`config.mk`:
```
export PLATFORM = sky130hd
export DESIGN_NAME = dma_req_gate
export DESIGN_NICKNAME = d
export VERILOG_FILES = /design/src/rtl/dma_gate_pkg.sv /design/src/rtl/dma_hs_norm.sv /design/src/rtl/dma_fifo_ready.sv /design/src/rtl/dma_burst_cap.sv /design/src/rtl/dma_req_gate.sv
export SDC_FILE = /design/constraint.sdc
export NUM_CORES = 1
export LEC_CHECK = 0
export ABC_AREA = 1
export BUFFER_PORTS_ARGS = -buffer_cell sky130_fd_sc_hd__buf_2
export CAP_MARGIN = 20
export CORE_MARGIN = 4
export CORE_UTILIZATION = 44
export DETAILED_ROUTE_END_ITERATION = 7
export PLACE_DENSITY = 0.81
export SLEW_MARGIN = 20
export SYNTH_ARGS = -nofsm -noshare
export SYNTH_HDL_FRONTEND = slang
export SYNTH_HIERARCHICAL = 1
export SYNTH_SLANG_ARGS = --single-unit
```
`constraint.sdc`:
```
create_clock -name clk -period 2.1 [get_ports clk]
set_input_delay 0.105 -clock clk [delete_from_list [all_inputs] [get_ports clk]]
set_output_delay 0.105 -clock clk [all_outputs]
set_load 0.1 [all_outputs]
```
`src/rtl/dma_gate_pkg.sv`:
```
// Package: shared constants for the DMA request gating block.
// Assumes: burst lengths are 10 bits and protection is a 3-bit field.
package dma_gate_pkg;
    localparam int BLEN_W = 10;
    localparam int PROT_W = 3;

    typedef logic [BLEN_W-1:0] blen_t;
endpackage

```
`src/rtl/dma_hs_norm.sv`:
```
// Module: converts N raw handshake lines to active-high form.
// Assumes: pol bit 1 marks a line as active low.
module dma_hs_norm #(
    parameter int N = 2
) (
    input  logic [N-1:0] raw,
    input  logic [N-1:0] pol,
    output logic [N-1:0] act
);
    for (genvar i = 0; i < N; i++) begin : g_line
        // per-line polarity correction
        assign act[i] = raw[i] ^ pol[i];
    end
endmodule

```
`src/rtl/dma_fifo_ready.sv`:
```
// Module: decides whether the FIFO can accept (source) or supply
// (destination) data under the selected readiness rule.
// Assumes: fill never exceeds DEPTH; all counts are in bytes.
module dma_fifo_ready #(
    parameter int DEPTH = 16,
    parameter int CNT_W = $clog2(DEPTH + 1)
) (
    input  logic [CNT_W-1:0] fill,
    input  logic [CNT_W-1:0] xfer,
    input  logic             half_mode,
    input  logic             waive,
    output logic             src_ok,
    output logic             dst_ok
);
    localparam logic [CNT_W-1:0] FULL = CNT_W'(DEPTH);
    localparam logic [CNT_W-1:0] HALF = CNT_W'(DEPTH / 2);

    logic [CNT_W-1:0] space;
    logic             use_half;

    // free bytes and active rule
    always_comb begin
        space    = FULL - fill;
        use_half = half_mode && !waive;
    end

    // readiness per side
    always_comb begin
        if (use_half) begin
            src_ok = space > HALF;
            dst_ok = fill >= HALF;
        end else begin
            src_ok = space >= xfer;
            dst_ok = fill >= xfer;
        end
    end
endmodule

```
`src/rtl/dma_burst_cap.sv`:
```
// Module: limits the requested burst length by a programmable maximum.
// Assumes: a maximum of zero means no limit.
module dma_burst_cap
    import dma_gate_pkg::*;
(
    input  blen_t req_len,
    input  blen_t max_len,
    output blen_t out_len
);
    // choose the smaller length unless unlimited
    always_comb begin
        if (max_len != '0 && req_len > max_len) out_len = max_len;
        else                                     out_len = req_len;
    end
endmodule

```
`src/rtl/dma_req_gate.sv`:
```
// Module: request gating for one DMA channel. Issues registered
// source/destination grants, capped burst length, protection bits
// and bus lock.
// Assumes: synchronous active-low reset; fifo_fill <= FIFO_BYTES.
module dma_req_gate
    import dma_gate_pkg::*;
#(
    parameter int FIFO_BYTES = 16,
    parameter int CNT_W      = $clog2(FIFO_BYTES + 1)
) (
    input  logic              clk,
    input  logic              rst_n,
    input  logic              ch_en,
    input  logic              src_req_in,
    input  logic              dst_req_in,
    input  logic              cfg_src_pol,
    input  logic              cfg_dst_pol,
    input  logic              cfg_half_mode,
    input  logic              cfg_src_hold,
    input  logic              dst_is_fc,
    input  logic [CNT_W-1:0]  fifo_fill,
    input  logic [CNT_W-1:0]  xfer_bytes,
    input  logic              burst_last,
    input  logic              block_last,
    input  logic [BLEN_W-1:0] req_burst_len,
    input  logic [BLEN_W-1:0] cfg_max_burst,
    input  logic [PROT_W-1:0] cfg_prot,
    input  logic              cfg_lock,
    input  logic              lock_want,
    output logic              src_grant,
    output logic              dst_grant,
    output logic [BLEN_W-1:0] burst_len,
    output logic [3:0]        hprot,
    output logic              bus_lock
);
    logic [1:0] req_act;
    logic       src_req, dst_req;
    logic       src_ok, dst_ok;
    logic       dst_seen;
    logic       src_allowed;

    dma_hs_norm #(.N(2)) i_norm (
        .raw ({dst_req_in, src_req_in}),
        .pol ({cfg_dst_pol, cfg_src_pol}),
        .act (req_act)
    );

    assign src_req = req_act[0];
    assign dst_req = req_act[1];

    dma_fifo_ready #(.DEPTH(FIFO_BYTES), .CNT_W(CNT_W)) i_ready (
        .fill      (fifo_fill),
        .xfer      (xfer_bytes),
        .half_mode (cfg_half_mode),
        .waive     (burst_last | block_last),
        .src_ok    (src_ok),
        .dst_ok    (dst_ok)
    );

    dma_burst_cap i_cap (
        .req_len (req_burst_len),
        .max_len (cfg_max_burst),
        .out_len (burst_len)
    );

    // remember a destination request within the current block
    always_ff @(posedge clk) begin
        if (!rst_n || !ch_en || block_last) dst_seen <= 1'b0;
        else if (dst_req)                   dst_seen <= 1'b1;
    end

    // source hold-off when destination controls flow
    always_comb begin
        src_allowed = !(cfg_src_hold && dst_is_fc) || dst_seen || dst_req;
    end

    // registered service grants
    always_ff @(posedge clk) begin
        if (!rst_n || !ch_en) begin
            src_grant <= 1'b0;
            dst_grant <= 1'b0;
        end else begin
            src_grant <= src_req && src_ok && src_allowed;
            dst_grant <= dst_req && dst_ok;
        end
    end

    // bus attributes: data access bit forced high
    assign hprot    = {cfg_prot, 1'b1};
    assign bus_lock = cfg_lock & lock_want;
endmodule

```
==> flow_summary.ini, run 1 <==
[timing]
finalClockSkew_ps = 6.377
setup-tns-final_ps = 0
fin_crit_sh_pct = 86.01
setup_violations = 0
maxSlewViolCount = 0
layout_min_cycle_time_ps = 1806
fmax_mhz = 553.6
hold_viol_final = 0
rsz0062_at_grt = no
whs_ps = 49.56

[drt]
ant_nets = 0
wl_per_cell_um = 9.397
vias = 1289
avgViaCountPerCell = 4.571
drt_iter0_drc = 30
drcViolationCount = 0
wl_um = 2650
firstDrtPassIters = 4

[cts]
cts_tree = built
ctsRootBufferMaster = clkbuf_4
clock_latency_ps = 230
post_cts_buffers = 0
clockBufferDepth = 2
clk_pin_slew_ps = 40
cts-buffers-inserted = 3
cts_sinks = 3
holdBufCountCts = 0
ctsResizeCount = 0
h-tree-depth = 1

[power]
pwr-share-clk_pct = 13.4
power.leakage_nw = 0.9875
p_sw_uw = 417.5
power_density_mw_per_mm2 = 492.8
sw_frac_of_total_pct = 55.59
irDropWorstVdd_mv = 0.3825
combPwrFrac_pct = 78.6
internal_power_uw = 333.5
seq_power_share_pct = 8.0

[layout]
register_area_um2 = 60.06
layout.nets = 321
layout_common_cells = nand2_1 (75), buf_2 (46), inv_1 (40), nand3_1 (20), ha_1 (19)
final_area_mm2 = 0.001524
num_antenna_cells = 0
drive_gt1_share_pct = 27.95
fillers = 209
multi_input_area_um2 = 803.3
fin_util_pct = 66.96
final_cells = 282
final_common_cell = nand2_1
area_growth_pct = 41.96

[global_routing]
grt_pass1_wl_um = 4547
groute.usage.overall_pct = 16.24
busiest_layer = met2
grt_overflow = 0
first_global_vias = 1189
grtUsageMet2_pct = 32.58
antenna_found_initial = 0
grt.met1_usage_pct = 17.26
use_met3_pct = 3.167
grt_start_max_net_pins = 12

[die]
ioPinCount = 64
rows = 17
die_w_um = 57.40
dieArea_mm2 = 0.003294
die_h_um = 57.40
initial_core_util_pct = 47.17
core_area_mm2 = 0.002276

[worst_setup_path]
start_kind = input pin
end_kind = output port
rrSetupSlack_ps = 1450
worstSetupPathType = in -> out
arrival_ps = 1700
cp_max_fo = 11
timing.critical_path.required_ps = 2000

[synth]
netlist_area_mm2 = 0.001074
synth_cell_types = 21
ys_seq_area_share_pct = 5.594
ys_warn_count = 6
ys_ff_latch = 3
syn_inst = 199
syn-mean-instance-area_um2 = 5.395
syn_nets = 265

[placement]
placed_cells = 278
gp_congestion = 0.8159
dp_hpwl_um = 2383
io_buffers = 56
post_dp_cell_area_mm2 = 0.001498

[worst_hold_path]
hold_class = in -> reg

[outcome]
status = completed

[flow_run]
drv_cap = 0
[worst max-delay path: stages]
cell	delay, ps
buf_2	110
inv_1	40
ha_1	290
nand2_2	100
inv_1	60
a21oi_2	150
nand3_2	220
nand2_2	250
nand2_1	80
nand2_1	110
buf_12	180
[path summary, 6_finish.rpt]
check                                    end             start  cells past startpoint
worst max-delay path            burst_len[4]  cfg_max_burst[9]                     11
worst min-delay path                dst_seen        block_last                      2
worst max register to register      dst_seen          dst_seen                      4
worst min register to register      dst_seen          dst_seen                      4
[power by group through the flow]
stage / clock network [mW] / registers (mW) / logic [mW]
floorplan: 0 / 0.0709 / 0.404
global placement: 0 / 0.0606 / 0.586
detailed placement: 0 / 0.0606 / 0.593
CTS: 0.104 / 0.0598 / 0.594
global route: 0.113 / 0.0599 / 0.637
finish: 0.100 / 0.0598 / 0.591
[sequential cells by signal (all words and copies together), names as in the netlist]
register / count
src_grant: 1
dst_grant: 1
dst_seen: 1
[logic make-up (layout without fill, tap and decap cells)]
kind of cell               count (synthesis)  count (layout)  synth area share (%)
and+or+nand+nor                          120             120                 48.37
buffers and inverters                     49             104                 19.58
adders and majority gates                 19              19                 22.14
AOI/OAI and AO/OA                          6               6                 3.147
DFF                                        3               3                 5.595
other                                      1               1                0.3493
xor gates and xnor gates                   1               1                0.8160
[metal layers]
| layer | up-vias | part of all wire [%] |
|---|---|---|
| met3 | 0 | 5.8 |
| met5 | - | 0 |
| li1 | 708 | - |
| met1 | 544 | 42 |
| met4 | 0 | 0 |
| met2 | 37 | 52 |
[through the flow]
| step | total power, mW | setup WS, ps |
|---|---|---|
| 2_1_floorplan | 0.4747 | 330.3 |
| 3_3_place_gp | 0.6463 | 341.2 |
| 3_5_place_dp | 0.6538 | 279.8 |
| 4_1_cts | 0.7579 | 285.4 |
| 5_1_grt | 0.8093 | 117.0 |
| 6_report | 0.7510 | 293.7 |
[area by class of cell]
type	count	area share [%]
tap	28	2.299
multi-input combinational	147	52.71
sequential	3	3.941
clock buffer	4	1.724
inverter	43	10.59
timing repair buffer	57	28.74
[synthesized netlist by cell type]
| cell type | count | area share (%) |
|---|---|---|
| nor3_1 | 1 | 0.47 |
| inv_1 | 40 | 14 |
| nor2_1 | 12 | 4.2 |
| o21ai_0 | 2 | 0.93 |
| nor2_4 | 1 | 1.0 |
| nor2_2 | 4 | 2.3 |
| buf_6 | 1 | 1.0 |
| or2_1 | 1 | 0.58 |
| dfxtp_1 | 3 | 5.6 |
| buf_4 | 5 | 3.5 |
| nand2_1 | 75 | 26 |
| nand4_1 | 1 | 0.58 |
| nand3_2 | 2 | 1.9 |
| nand2_2 | 3 | 1.7 |
| conb_1 | 1 | 0.35 |
| xor2_1 | 1 | 0.82 |
| nand3_1 | 20 | 9.3 |
| a21oi_2 | 1 | 0.82 |
| clkinv_1 | 3 | 1.0 |
| ha_1 | 19 | 22 |
| a21oi_1 | 3 | 1.4 |
(Power assumes the default switching activity.)
==> run 2: changes to the inputs <==
==> constraint.sdc (replaced) <==
create_clock -name clk -period 2.1 [get_ports clk]
set_input_delay 0.21 -clock clk [delete_from_list [all_inputs] [get_ports clk]]
set_output_delay 0.21 -clock clk [all_outputs]
set_load 0.1 [all_outputs]
==> run 2 against run 1 <==
  * Sequential share of layout area hardly changed
  * Via count hardly changed
  * Hold slack better by 110 ps
  * Wire length is 4.0% higher
  * Flip-flop and latch count stayed put
  * Critical path type unchanged
  * Highest routed layer is now met4
==> flow_summary.ini, run 2 (synthesis gave the netlist of run 1 again) <==
[worst_setup_path]
r2r-start = dst_seen
worstSetupPathType = in -> out
cp.depth = 11
cp.buffers_inverters = 4
rr_endpoint = dst_seen
crit_chain = buf_2, inv_1, ha_1, nand2_2, inv_1, a21oi_2, nand3_2, nand2_2, nand2_1, nand2_1, buf_12
arrival_ps = 1710
start_kind = input pin
rrSetupSlack_ps = 1470
slowest_delay_ps = 290
slowest_stage = ha_1
timing.critical_path.required_ps = 1890
reg2reg_depth = 4
crit_family = simple AND/OR/NAND/NOR gates
cp_max_fo = 10
end_kind = output port

[drt]
wl_per_cell_um = 9.701
ant_nets = 0
wl_um = 2755
avgViaCountPerCell = 4.542
drcViolationCount = 0
firstDrtPassIters = 5
drt_iter0_drc = 30
vias = 1290

[timing]
finalWorstSetupSlack_ps = 178.0
finalClockSkew_ps = 0.2507
fmax_mhz = 520.3
maxSlewViolCount = 0
rsz0062_at_grt = no
setup-tns-final_ps = 0
fin_crit_sh_pct = 91.52
setup_violations = 0
hold_viol_final = 0
layout_min_cycle_time_ps = 1922

[worst_hold_path]
whs_endpoint = dst_seen
min_path_cells = 2
hp-start = block_last
hold_class = in -> reg

[die]
dieArea_mm2 = 0.003294
rows = 17
core_area_mm2 = 0.002276
initial_core_util_pct = 47.17
die_w_um = 57.40
ioPinCount = 64
die_h_um = 57.40

[layout]
fillers = 238
drive_gt1_share_pct = 28.52
register_area_um2 = 60.06
final_area_mm2 = 0.001539
area_growth_pct = 43.36
num_antenna_cells = 0
reg_top3 = dst_grant (1), dst_seen (1), src_grant (1)
multi_input_area_um2 = 803.3
layout.nets = 323
final_cells = 284
layout_common_cells = nand2_1 (75), buf_2 (46), inv_1 (40), nand3_1 (20), ha_1 (19)
final_common_cell = nand2_1

[cts]
clock_latency_ps = 230
cts_sinks = 3
cts-buffers-inserted = 3
holdBufCountCts = 0
ctsRootBufferMaster = clkbuf_4
ctsResizeCount = 0
cts_tree = built
h-tree-depth = 1
post_cts_buffers = 0
clk_pin_slew_ps = 40
clockBufferDepth = 2

[placement]
post_dp_cell_area_mm2 = 0.001513
gp_congestion = 0.8135
dp_hpwl_um = 2453
io_buffers = 56
pre_cts_slack_ps = 178.2
placed_cells = 280

[power]
power.leakage_nw = 0.9966
p_sw_uw = 417.7
pwr-share-clk_pct = 13.1
irDropWorstVdd_mv = 0.3760
combPwrFrac_pct = 79.0
power_density_mw_per_mm2 = 490.3
power_uw = 754.6
seq_power_share_pct = 7.9
sw_frac_of_total_pct = 55.36
internal_power_uw = 336.8

[global_routing]
grt_start_max_net_pins = 11
grt_overflow = 0
grt_pass1_wl_um = 4788
first_global_vias = 1273
grtUsageMet2_pct = 34.52
antenna_found_initial = 0
groute.usage.overall_pct = 17.13
grt.met1_usage_pct = 18.91
use_met3_pct = 0.9050
busiest_layer = met2

[outcome]
status = completed

[flow_run]
drv_cap = 0
[run 2: cell count changes in the layout (fill, tap and decap cells not counted)]
cell   before  now
buf_4       1    3
[run 2: power by group through the flow]
stage / logic, mW / clock network (mW) / registers (mW)
global placement: 0.589 / 0 / 0.0606
floorplan: 0.404 / 0 / 0.0709
finish: 0.596 / 0.0987 / 0.0597
detailed placement: 0.598 / 0 / 0.0606
global route: 0.642 / 0.109 / 0.0598
CTS: 0.600 / 0.103 / 0.0597
[run 2: layer usage]
metal	up-vias	routed length (um)
li1	709	-
met1	548	1091
met4	0	14
met3	2	138
met5	-	0
met2	31	1510
[run 2: worst max-delay path by stage]
stage,start,end,slack (ps)
finish,cfg_max_burst[9],burst_len[6],180
global route,cfg_max_burst[5],burst_len[1],10
CTS,cfg_max_burst[9],burst_len[4],170
detailed placement,cfg_max_burst[9],burst_len[4],180
global placement,cfg_max_burst[5],burst_len[5],220
floorplan,cfg_max_burst[9],burst_len[0],120
[run 2: layout make-up]
type | count | area share (%)
Multi-Input combinational cell | 147 | 52.19
Timing Repair Buffer | 59 | 29.43
Inverter | 43 | 10.49
Sequential cell | 3 | 3.902
Tap cell | 28 | 2.276
Clock buffer | 4 | 1.707
[run 2: stage by stage]
stage / hold slack (ps) / utilization, %
after CTS: 158.7 / 67.62
after global routing: 156.7 / 67.62
after detailed placement: 398.3 / 66.47
after floorplan: 276.9 / -
final: 162.5 / 67.62
after global placement: 389.5 / 66.47
[run 2: worst register-to-register path, delay by kind of cell, from the launching register on]
kind / cells / cell delay, ps
buffers and inverters: 1 / 60
flip-flops: 1 / 300
AND/OR/NAND/NOR: 3 / 220
